### src/rtl/rbp_pkg.sv
package rbp_pkg;

   // CPU register map (3-bit address)
   localparam logic [2:0] A_CNT_LO = 3'd0;  // W: preset low byte   R: counter low byte
   localparam logic [2:0] A_CNT_HI = 3'd1;  // W: preset high byte  R: counter high byte
   localparam logic [2:0] A_CFG    = 3'd2;  // RW: odd-byte policy bit
   localparam logic [2:0] A_CTRL   = 3'd3;  // W: bit0 start run    R: FIFO occupancy
   localparam logic [2:0] A_IRQ    = 3'd4;  // W: bit0 clears irq   R: bit0 irq
   localparam logic [2:0] A_DATA   = 3'd5;  // W: pad byte push     R: word pop

   typedef enum logic [1:0] {
      ST_IDLE = 2'd0,
      ST_RUN  = 2'd1,
      ST_HOLD = 2'd2
   } rbp_state_e;

endpackage

### src/rtl/rbp_byte_fifo.sv
module rbp_byte_fifo #(
   parameter int DEPTH = 16,
   localparam int PTR_W = $clog2(DEPTH),
   localparam int OCC_W = PTR_W + 1
) (
   input  logic             clk,
   input  logic             rst_n,
   input  logic             flush,
   input  logic             push,
   input  logic [7:0]       push_data,
   input  logic [1:0]       pop_n,
   output logic [7:0]       head0,
   output logic [7:0]       head1,
   output logic [OCC_W-1:0] occ,
   output logic             full
);

   logic [7:0]       mem [DEPTH];
   logic [PTR_W-1:0] wr_ptr_q;
   logic [PTR_W-1:0] rd_ptr_q;
   logic [PTR_W-1:0] rd_ptr_nx1;
   logic [OCC_W-1:0] occ_q;

   assign rd_ptr_nx1 = rd_ptr_q + PTR_W'(1);
   assign head0      = mem[rd_ptr_q];
   assign head1      = mem[rd_ptr_nx1];
   assign occ        = occ_q;
   assign full       = (occ_q == OCC_W'(DEPTH));

   always_ff @(posedge clk) begin
      if (push && !flush) begin
         mem[wr_ptr_q] <= push_data;
      end
   end

   always_ff @(posedge clk or negedge rst_n) begin
      if (!rst_n) begin
         wr_ptr_q <= '0;
         rd_ptr_q <= '0;
         occ_q    <= '0;
      end else if (flush) begin
         wr_ptr_q <= '0;
         rd_ptr_q <= '0;
         occ_q    <= '0;
      end else begin
         if (push) begin
            wr_ptr_q <= wr_ptr_q + PTR_W'(1);
         end
         rd_ptr_q <= rd_ptr_q + PTR_W'(pop_n);
         occ_q    <= occ_q + OCC_W'(push) - OCC_W'(pop_n);
      end
   end

endmodule

### src/rtl/rbp_xfer_counter.sv
module rbp_xfer_counter #(
   parameter int CNT_W = 16,
   localparam int LANES = (CNT_W + 7) / 8
) (
   input  logic             clk,
   input  logic             rst_n,
   input  logic [LANES-1:0] lane_we,
   input  logic [7:0]       wdata,
   input  logic             load,
   input  logic             dec,
   output logic [CNT_W-1:0] count,
   output logic             zero
);

   logic [CNT_W-1:0] preset;
   logic [CNT_W-1:0] count_q;

   for (genvar g = 0; g < LANES; g++) begin : g_lane
      localparam int LO = g * 8;
      localparam int HI = (LO + 8 > CNT_W) ? CNT_W - 1 : LO + 7;
      logic [HI-LO:0] lane_q;

      always_ff @(posedge clk or negedge rst_n) begin
         if (!rst_n) begin
            lane_q <= '0;
         end else if (lane_we[g]) begin
            lane_q <= wdata[HI-LO:0];
         end
      end

      assign preset[HI:LO] = lane_q;
   end

   always_ff @(posedge clk or negedge rst_n) begin
      if (!rst_n) begin
         count_q <= '0;
      end else if (load) begin
         count_q <= preset;
      end else if (dec && count_q != '0) begin
         count_q <= count_q - CNT_W'(1);
      end
   end

   assign count = count_q;
   assign zero  = (count_q == '0);

endmodule

### src/rtl/rbp_ctrl.sv
module rbp_ctrl
   import rbp_pkg::*;
(
   input  logic clk,
   input  logic rst_n,
   input  logic start,
   input  logic cnt_zero,
   input  logic occ_is0,
   input  logic occ_is1,
   input  logic autopad,
   input  logic irq_clr,
   output logic running,
   output logic irq
);

   rbp_state_e state_q;
   logic       irq_q;
   logic       end_even;
   logic       end_hold;
   logic       irq_set;

   // Run is over: everything drained, or one byte left under hold policy
   assign end_even = (state_q == ST_RUN) && cnt_zero && occ_is0;
   assign end_hold = (state_q == ST_RUN) && cnt_zero && occ_is1 && !autopad;
   assign irq_set  = !start && (end_even || end_hold);

   always_ff @(posedge clk or negedge rst_n) begin
      if (!rst_n) begin
         state_q <= ST_IDLE;
      end else if (start) begin
         state_q <= ST_RUN;
      end else begin
         unique case (state_q)
            ST_RUN: begin
               if (end_even) begin
                  state_q <= ST_IDLE;
               end else if (end_hold) begin
                  state_q <= ST_HOLD;
               end
            end
            ST_HOLD: begin
               if (occ_is0) begin
                  state_q <= ST_IDLE;
               end
            end
            default: state_q <= ST_IDLE;
         endcase
      end
   end

   always_ff @(posedge clk or negedge rst_n) begin
      if (!rst_n) begin
         irq_q <= 1'b0;
      end else if (irq_set) begin
         irq_q <= 1'b1;
      end else if (irq_clr) begin
         irq_q <= 1'b0;
      end
   end

   assign running = (state_q == ST_RUN);
   assign irq     = irq_q;

endmodule

### src/rtl/rx_byte_packer.sv
module rx_byte_packer
   import rbp_pkg::*;
#(
   parameter int CNT_W       = 16,
   parameter int FIFO_DEPTH  = 16,
   parameter int AUTOPAD_BIT = 7
) (
   input  logic        clk,
   input  logic        rst_n,
   input  logic        in_valid,
   input  logic [7:0]  in_data,
   output logic        in_ready,
   output logic        word_valid,
   input  logic        word_ready,
   output logic [15:0] word_data,
   input  logic        cpu_we,
   input  logic        cpu_re,
   input  logic [2:0]  cpu_addr,
   input  logic [7:0]  cpu_wdata,
   output logic [15:0] cpu_rdata,
   output logic        irq
);

   localparam int OCC_W = $clog2(FIFO_DEPTH) + 1;
   localparam int LANES = (CNT_W + 7) / 8;

   // Elaboration-time parameter checks
   if (FIFO_DEPTH < 4 || (FIFO_DEPTH & (FIFO_DEPTH - 1)) != 0) begin : g_bad_depth
      $error("FIFO_DEPTH must be a power of two, at least 4");
   end
   if (CNT_W < 9 || CNT_W > 16) begin : g_bad_cnt
      $error("CNT_W must lie in 9..16 to fit two byte registers");
   end
   if (AUTOPAD_BIT < 0 || AUTOPAD_BIT > 7) begin : g_bad_bit
      $error("AUTOPAD_BIT must select a bit of the config byte");
   end

   // CPU decode
   logic start, irq_clr, pad_wr, word_rd, cfg_wr;
   logic [LANES-1:0] lane_we;

   assign start   = cpu_we && (cpu_addr == A_CTRL) && cpu_wdata[0];
   assign irq_clr = cpu_we && (cpu_addr == A_IRQ)  && cpu_wdata[0];
   assign pad_wr  = cpu_we && (cpu_addr == A_DATA);
   assign word_rd = cpu_re && (cpu_addr == A_DATA);
   assign cfg_wr  = cpu_we && (cpu_addr == A_CFG);
   assign lane_we = {cpu_we && (cpu_addr == A_CNT_HI), cpu_we && (cpu_addr == A_CNT_LO)};

   // Configuration: odd-byte policy
   logic autopad_q;
   always_ff @(posedge clk or negedge rst_n) begin
      if (!rst_n) begin
         autopad_q <= 1'b0;
      end else if (cfg_wr) begin
         autopad_q <= cpu_wdata[AUTOPAD_BIT];
      end
   end

   // Datapath wiring
   logic [CNT_W-1:0] cnt_q;
   logic             cnt_zero;
   logic [OCC_W-1:0] occ;
   logic             fifo_full;
   logic [7:0]       head0, head1;
   logic             running;
   logic             occ_ge2, occ_is1, occ_is0;
   logic             pair_ok, pad_ok, dma_fire, in_fire, cpu_pop2;
   logic             push;
   logic [7:0]       push_data;
   logic [1:0]       pop_n;

   assign occ_ge2 = (occ >= OCC_W'(2));
   assign occ_is1 = (occ == OCC_W'(1));
   assign occ_is0 = (occ == '0);

   assign in_ready = running && !cnt_zero && !fifo_full;
   assign in_fire  = in_valid && in_ready;

   assign pair_ok    = running && occ_ge2;
   assign pad_ok     = running && autopad_q && cnt_zero && occ_is1;
   assign word_valid = pair_ok || pad_ok;
   assign word_data  = pad_ok ? {8'h00, head0} : {head1, head0};
   assign dma_fire   = word_valid && word_ready;

   assign cpu_pop2  = word_rd && occ_ge2 && !dma_fire;
   assign push      = in_fire || (pad_wr && !fifo_full);
   assign push_data = in_fire ? in_data : cpu_wdata;

   always_comb begin
      if ((dma_fire && pair_ok) || cpu_pop2) begin
         pop_n = 2'd2;
      end else if (dma_fire && pad_ok) begin
         pop_n = 2'd1;
      end else begin
         pop_n = 2'd0;
      end
   end

   rbp_byte_fifo #(.DEPTH(FIFO_DEPTH)) u_fifo (
      .clk       (clk),
      .rst_n     (rst_n),
      .flush     (start),
      .push      (push),
      .push_data (push_data),
      .pop_n     (pop_n),
      .head0     (head0),
      .head1     (head1),
      .occ       (occ),
      .full      (fifo_full)
   );

   rbp_xfer_counter #(.CNT_W(CNT_W)) u_cnt (
      .clk     (clk),
      .rst_n   (rst_n),
      .lane_we (lane_we),
      .wdata   (cpu_wdata),
      .load    (start),
      .dec     (in_fire),
      .count   (cnt_q),
      .zero    (cnt_zero)
   );

   rbp_ctrl u_ctrl (
      .clk      (clk),
      .rst_n    (rst_n),
      .start    (start),
      .cnt_zero (cnt_zero),
      .occ_is0  (occ_is0),
      .occ_is1  (occ_is1),
      .autopad  (autopad_q),
      .irq_clr  (irq_clr),
      .running  (running),
      .irq      (irq)
   );

   // CPU read mux
   logic [15:0] cnt_ext;
   logic [7:0]  cfg_byte;
   assign cnt_ext  = 16'(cnt_q);
   assign cfg_byte = 8'(autopad_q) << AUTOPAD_BIT;

   always_comb begin
      unique case (cpu_addr)
         A_CNT_LO: cpu_rdata = {8'h00, cnt_ext[7:0]};
         A_CNT_HI: cpu_rdata = {8'h00, cnt_ext[15:8]};
         A_CFG:    cpu_rdata = {8'h00, cfg_byte};
         A_CTRL:   cpu_rdata = 16'(occ);
         A_IRQ:    cpu_rdata = {15'h0000, irq};
         A_DATA:   cpu_rdata = {head1, head0};
         default:  cpu_rdata = 16'h0000;
      endcase
   end

endmodule

### config.mk
export PLATFORM = sky130hd
export DESIGN_NAME = rx_byte_packer
export DESIGN_NICKNAME = d
export VERILOG_FILES = /design/src/rtl/rbp_pkg.sv /design/src/rtl/rbp_byte_fifo.sv /design/src/rtl/rbp_xfer_counter.sv /design/src/rtl/rbp_ctrl.sv /design/src/rtl/rx_byte_packer.sv
export SDC_FILE = /design/constraint.sdc
export NUM_CORES = 1
export LEC_CHECK = 0
export CORE_MARGIN = 1.5
export CORE_UTILIZATION = 35
export CTS_BUF_LIST = sky130_fd_sc_hd__clkbuf_8 sky130_fd_sc_hd__clkbuf_16
export DETAILED_ROUTE_END_ITERATION = 16
export SLEW_MARGIN = 40
export SYNTH_ARGS = -nofsm -noshare
export SYNTH_HDL_FRONTEND = slang
export SYNTH_SLANG_ARGS = --single-unit
### constraint.sdc
create_clock -name clk -period 3.3 [get_ports clk]
set_clock_uncertainty 0.2 [all_clocks]
set_input_delay 0.33 -clock clk [delete_from_list [all_inputs] [get_ports clk]]
set_output_delay 0.33 -clock clk [all_outputs]
set_load 0.03 [all_outputs]
Word-level counts from Yosys, hierarchy flattened
Memories as Yosys holds them, arrays and structs flattened.
Index checks and enable logic that the tools add are counted.
- multiplexer cells: 20
- reductions and logical operators: 46
- divide/modulo/power cells: 0
- shift-type cells: 0
- multiply operators: 0
- bitwise operators: 0
- add/sub/neg operators: 6
- eq/ne operators: 11
- order comparisons: 1
- operator list (operator ; count):
    16-bit case mux with 6 select lines ; 1
    16-bit two-way mux ; 3
    1-bit logical AND ; 29
    16-bit logical NOT ; 1
    16-bit nonzero test ; 1
    16-bit by 1-bit subtractor with 16-bit output (second input constant) ; 1
    4-bit two-way mux ; 3
    2-bit two-way mux ; 5
    4-bit by 1-bit adder with 4-bit output (second input constant) ; 2
    8-bit two-way mux ; 1
    3-bit by 2-bit == test with 1-bit output (second input constant) ; 2
    3-bit == test (second input constant) ; 2
    2-bit nonzero test ; 3
    5-bit by 1-bit adder with 5-bit output ; 1
    5-bit by 1-bit == test with 1-bit output (second input constant) ; 1
    5-bit == test (second input constant) ; 1
    5-bit by 2-bit greater-or-equal comparator with 1-bit output (second input constant) ; 1
    1-bit logical NOT ; 5
    5-bit logical NOT ; 1
    1-bit two-way mux ; 5
    5-bit two-way mux ; 1
    5-bit by 2-bit subtractor with 5-bit output ; 1
    4-bit by 2-bit adder with 4-bit output ; 1
    1-bit logical OR ; 4
    8 further kinds ; 8
- bits in latches: 0
- output and inout port bits: 35
- memories: 1
- bits in writable memories: 128
- word-level logic and storage cells: 94
- input bits: 25
- memory bits (read-only): 0
- register bits after elaboration: 49
- memory list (memory ; words ; bits a word ; read ports ; clocked after memory_dff ; wr ports ; RTL line ; source):
    u_fifo.mem ; 16 ; 8 ; 2 ; 0 ; 1 ; rbp_byte_fifo.sv:18 ; logic [7:0] mem [DEPTH];

Depth between registers and ports, before layout
- depth after elaboration: 12
- mapped depth: 17
- depth with buffers taken out: 17

By module
Synthesis repeated with hierarchy kept, for this count alone.
- cells, all modules: 740
- area, all modules: 9613.0 µm²
- modules (own cells, without submodules) (module ; cells an instance ; sequential area each (µm²) ; times used ; area each (µm²)):
    rbp_byte_fifo ; 476 ; 4169.0 ; 1 ; 7140.6
    rbp_xfer_counter ; 159 ; 800.8 ; 1 ; 1624.1
    rx_byte_packer ; 92 ; 25.0 ; 1 ; 689.4
    rbp_ctrl ; 13 ; 75.1 ; 1 ; 158.9

Worst setup path before layout
OpenSTA, ideal clock, no wires.
- path kind: reg-to-reg
- from: reg u_cnt.count_q[0] (netlist: u_cnt.count[0])
- to: reg u_fifo.occ_q[4] (netlist: u_fifo.occ[4])
- cell stages (with the launch flop): 18
- data required time: 2964 ps
- buffers on the path: 0
- period minus slack after synthesis: 3289 ps
- library setup time: 136 ps
- data arrival time: 2952 ps
- slack: 11 ps
- cells stage by stage: dfrtp_1 > inv_1 > ha_1 > nor3b_1 > and4_1 > and3_1 > nand3_2 > nor3b_2 > ha_1 > inv_1 > ha_1 > inv_1 > fa_1 > inv_1 > a21oi_1 > nor2_1 > or3_1 > a21oi_1
- word-level cells in the longest chain between the ends: 11
- elaborated cells between the ends (all ways): 20
- those cells by class: add/sub: 2; mux: 3; reduce/logical: 15
- RTL lines (item ; RTL line ; source):
    start, declared ; rbp_xfer_counter.sv:16 ; logic [CNT_W-1:0] count_q;
    start signal, assigned ; rbp_xfer_counter.sv:38 ; count_q <= preset;
    start signal, assigned ; rbp_xfer_counter.sv:40 ; count_q <= count_q - CNT_W'(1);
    16-bit logical NOT (*) ; rbp_xfer_counter.sv:45 ; assign zero = (count_q == '0);
    parallel branches: the longest is 8 deep, another holds 5-bit by 1-bit adder with 5-bit output ; - ;
    5-bit by 2-bit subtractor with 5-bit output (*) ; rbp_byte_fifo.sv:50 ; occ_q <= occ_q + OCC_W'(push) - OCC_W'(pop_n);
    5-bit two-way mux (*) ; rbp_byte_fifo.sv:41 ; end else if (flush) begin
    end signal, assigned ; rbp_byte_fifo.sv:50 ;
    end, declared ; rbp_byte_fifo.sv:22 ; logic [OCC_W-1:0] occ_q;
Mark *: on every way between the ends.
A chain may end at the register's enable or synchronous reset.

Worst setup path in the final report
Same ends and word-level chain as after synthesis.

==> results.txt <==
* Dominant cell type by count on the critical path: sky130_fd_sc_hd__inv_2
* H-tree levels: 4
- Critical-path cell list: inv_2 -> ha_4 -> nor3b_4 -> and4_4 -> and3_4 -> nand3_4 -> nor3b_4 -> ha_1 -> inv_1 -> ha_2 -> inv_2 -> fa_2 -> inv_2 -> a21oi_2 -> nor2_2 -> o21ai_1 -> a21oi_1
- The clock passes through at most 2 buffers.
- Of the available clock period, the critical path in the final layout requires 0.9780.
- Among all stages on the critical path, the largest delay is contributed by sky130_fd_sc_hd__dfrtp_1.
- RSZ-0062 raised after global routing: yes
- Synthesized netlist net count: 687
- Most frequent cells in the layout: 128 x sky130_fd_sc_hd__edfxtp_1, 77 x sky130_fd_sc_hd__buf_4, 64 x sky130_fd_sc_hd__mux4_2
- Dividing the synthesized area by the synthesized cell count gives between 10 and 15 µm².
- Power spread over the standard cell area amounts to a little over 800 mW/mm².
- Entering global routing, the biggest net connects 40 pins.
* Global route overflow: 0
- Of the total power, the share spent switching nets is 0.3846.
* Worst-Skew Late Latency: between 400 and 500 ps
* Highest attainable clock frequency: ~310 MHz
* Syn-to-layout area delta: 24.27%
* Sequential element share of the synthesized area: 0.5479
- Number of distinct library cell variants in the gate-level netlist after synthesis: 53
- Area contributors post-synth: sky130_fd_sc_hd__edfxtp_1 42%, sky130_fd_sc_hd__mux4_2 16%, sky130_fd_sc_hd__dfrtp_1 13%
- Synthesis handed over a netlist of around 640 instances.
* Post-synth top area share: 0.4154
* Net count of the finished layout: a little over 800
- FP Rows: 59
- Share of total power in the clock network: 0.216
- Of the total power, combinational logic draws 0.455.
- The first routing iteration left roughly 560 violations.
* Setup Slack @ Placement: -33.00 ps
- At the worst endpoint, the arrival time is approximately 3400 ps.
* Count of flip-flops with a built-in enable after synthesis: 128
- Startpoint kind of the worst setup timing path: register
* Maximum single-stage delay on the critical path: 390 ps
- The min-delay analysis places its worst path in the category in2async.
* Main flop type after synthesis: sky130_fd_sc_hd__edfxtp_1
- Remaining max-slew budget at the tightest pin: 0.6113
- Critical-path maximum fanout: 2
* Synth warn: 0
- Final HPWL from detailed placement: 17,240 µm
- TritonCTS created 17 clock buffers.
- The run finished with clean final reports.
- Number of hold violations in the final report: 0
- Final wirelength: around 24,000 µm
* Clock tree from TritonCTS: done
* Port-buffer cells: between 50 and 60
- The library cell used most frequently in the layout, excluding fill and tap cells, is sky130_fd_sc_hd__edfxtp_1.
- Wire length of the first global-routing pass: between 30,000 and 40,000 µm
- Portion of total power attributed to sequential cells: 0.328
* Kind of critical path: reg2reg
- Detailed Routing Iterations Pass 1: 5
* Residual DRC count: 0
- Routed WL per cell: about 22 µm
- # diodes: 0
- Async SR Flop Fraction: 0.2768
* Count of boundary I/O pins: 60
- Global-route usage over all layers: 0.1824
- Capturing element type of the critical path: register
- Root buffer cell: sky130_fd_sc_hd__clkbuf_16
* Static leakage power: 4.119 nW
* Measured slew at the worst slew-check pin: between 500 and 600 ps
- CP delay by family, top: simple AND/OR/NAND/NOR gates
- Via count of the first global-routing pass: 6,197
- For the worst setup path, the data required time is approximately 3500 ps.
* Internal cell power: around 5.8 mW
* Chip Width: 165.6 µm
* CTS Sinks: 177
- Leading area contributor after synthesis: sky130_fd_sc_hd__edfxtp_1
* Slew Viols, Final: 0
- Clock period minus worst slack: around 3200 ps
- Remaining antenna violation count: 0
* Cell area after synthesis: 0.009253 mm²
* Ratio of cells with drive above 1 in the final layout: 0.3638
- Setup violations remaining at the end of the flow were counted as 0.
* Net switching power: between 3 and 4 mW
- Number of vias in the routed layout: 6,066
* Via density per instance: 5.450
* DIE AREA: roughly 0.027 mm²
- Initial core utilization: 0.3561
- Highest ir drop seen on vdd: between 0.0004 and 0.0005 V
- # Max-Cap Violations: 0
- After routing the design area is ~0.011 mm².
* Core Footprint: roughly 0.026 mm²
- Clock-pin slew was measured on the worst setup and hold paths at about 80 ps.
* Height of the die: 165.6 µm
- The synthesized design contains about 180 register bits.
- Antenna violations before repair: 0
* Final setup margin: ~72 ps
- Together, buffers and inverters on the worst path number 4.
* Placer Congestion: around 0.88
- Post-detailed-placement cell area: approximately 0.011 mm²
state kept, by name (all words and copies together), names as in the netlist:
| name | flops |
|---|---|
| autopad_q | 1 |
| u_cnt.count | 16 |
| u_cnt.g_lane.lane_q | 16 |
| u_ctrl.irq | 1 |
| u_ctrl.state_q | 2 |
| u_fifo.mem | 128 |
| u_fifo.occ | 5 |
| u_fifo.rd_ptr_q | 4 |
| u_fifo.wr_ptr_q | 4 |
cells in the mapped netlist (all sizes together) (2+ instances only):
library cell    n
o21ai          24
nor3b           6
and3            5
nand3          11
xnor2          14
a211o           2
nand4           7
nor4b           3
ha             18
nor2           24
nor3            4
clkbuf         14
o22ai           2
a22oi          15
nand2          39
dfrtp          49
inv            24
nand3b          2
mux2           26
mux4           64
edfxtp        128
xor2            7
nor4           12
a22o            2
nor2b          13
fa              2
a21oi          20
or3             5
a31oi          10
buf            24
a21o            2
and2           35
mux2i          14
a211oi          9
repair_timing:
item	4_1_cts	5_1_grt
buffers inserted	0	6
gates resized for setup	104	55
gates cloned	0	2
pin swaps	0	7
setup endpoints to repair	32	26
endpoints found under the hold margin	32	0
hold buffers	1	0
logic make-up after synthesis:
| kind of cell | synth area share |
|---|---|
| AO/OA/AOI/OAI | 0.05950 |
| XOR/XNOR | 0.02191 |
| adder cells (fa/ha/maj) | 0.02867 |
| buffers and inverters | 0.03259 |
| flip-flops | 0.5479 |
| multiplexers | 0.2026 |
| AND/OR/NAND/NOR | 0.1068 |
power groups by stage:
stage	sequential, mW	combinational (mW)	clock (mW)
after CTS	3.05	4.10	2.06
after floorplan	3.04	2.56	0
final	3.07	4.26	2.03
after global routing	3.12	4.60	2.14
after global placement	3.07	4.03	0
after detailed placement	3.09	4.10	0
worst paths after layout:
| check | endpoint | cells after the start | start | slack, ps |
|---|---|---|---|---|
| max | u_fifo.occ[4] | 17 | u_cnt.count[0] | 70 |
| min | u_cnt.g_lane[0].lane_q[7] | 2 | rst_n | 190 |
| max reg2reg | u_fifo.occ[4] | 17 | u_cnt.count[0] | 70 |
| min reg2reg | u_cnt.count[8] | 2 | u_cnt.g_lane[1].lane_q[0] | 280 |
| max in group asynchronous | u_cnt.count[9] | 3 | rst_n | 2100 |
| min in group clk | u_cnt.count[8] | 2 | u_cnt.g_lane[1].lane_q[0] | 280 |
final cells by class:
| class | instances | area, µm² |
|---|---|---|
| Clock buffer | 17 | 425.4 |
| Clock inverter | 15 | 175.2 |
| Fill cell | 2356 | 14490 |
| Inverter | 24 | 90.09 |
| Multi-Input combinational cell | 403 | 4075 |
| Sequential cell | 177 | 5075 |
| Tap cell | 335 | 419.2 |
| Timing Repair Buffer | 142 | 1239 |
metal layers:
layer / GRT usage / wire [µm]
met4: 0.06453 / 624
met2: 0.2951 / 11650
met5: 0 / 0
met3: 0.04221 / 1565
met1: 0.2402 / 10280
stage by stage:
step | power (mW) | instances | hold slack, ps | util | setup TNS, ps
after floorplan | 5.598 | 642 | -165.6 | - | 0
after global placement | 7.096 | 1072 | 250.5 | 0.4101 | -43.81
after detailed placement | 7.185 | 1072 | 260.9 | 0.4101 | -122.2
after CTS | 9.213 | 1105 | 286.7 | 0.4360 | -492.4
after global routing | 9.866 | 1113 | 235.5 | 0.4425 | -255.0
final | 9.360 | 1113 | 192.5 | 0.4425 | 0
Note: power is estimated with default switching activity, not from simulation.
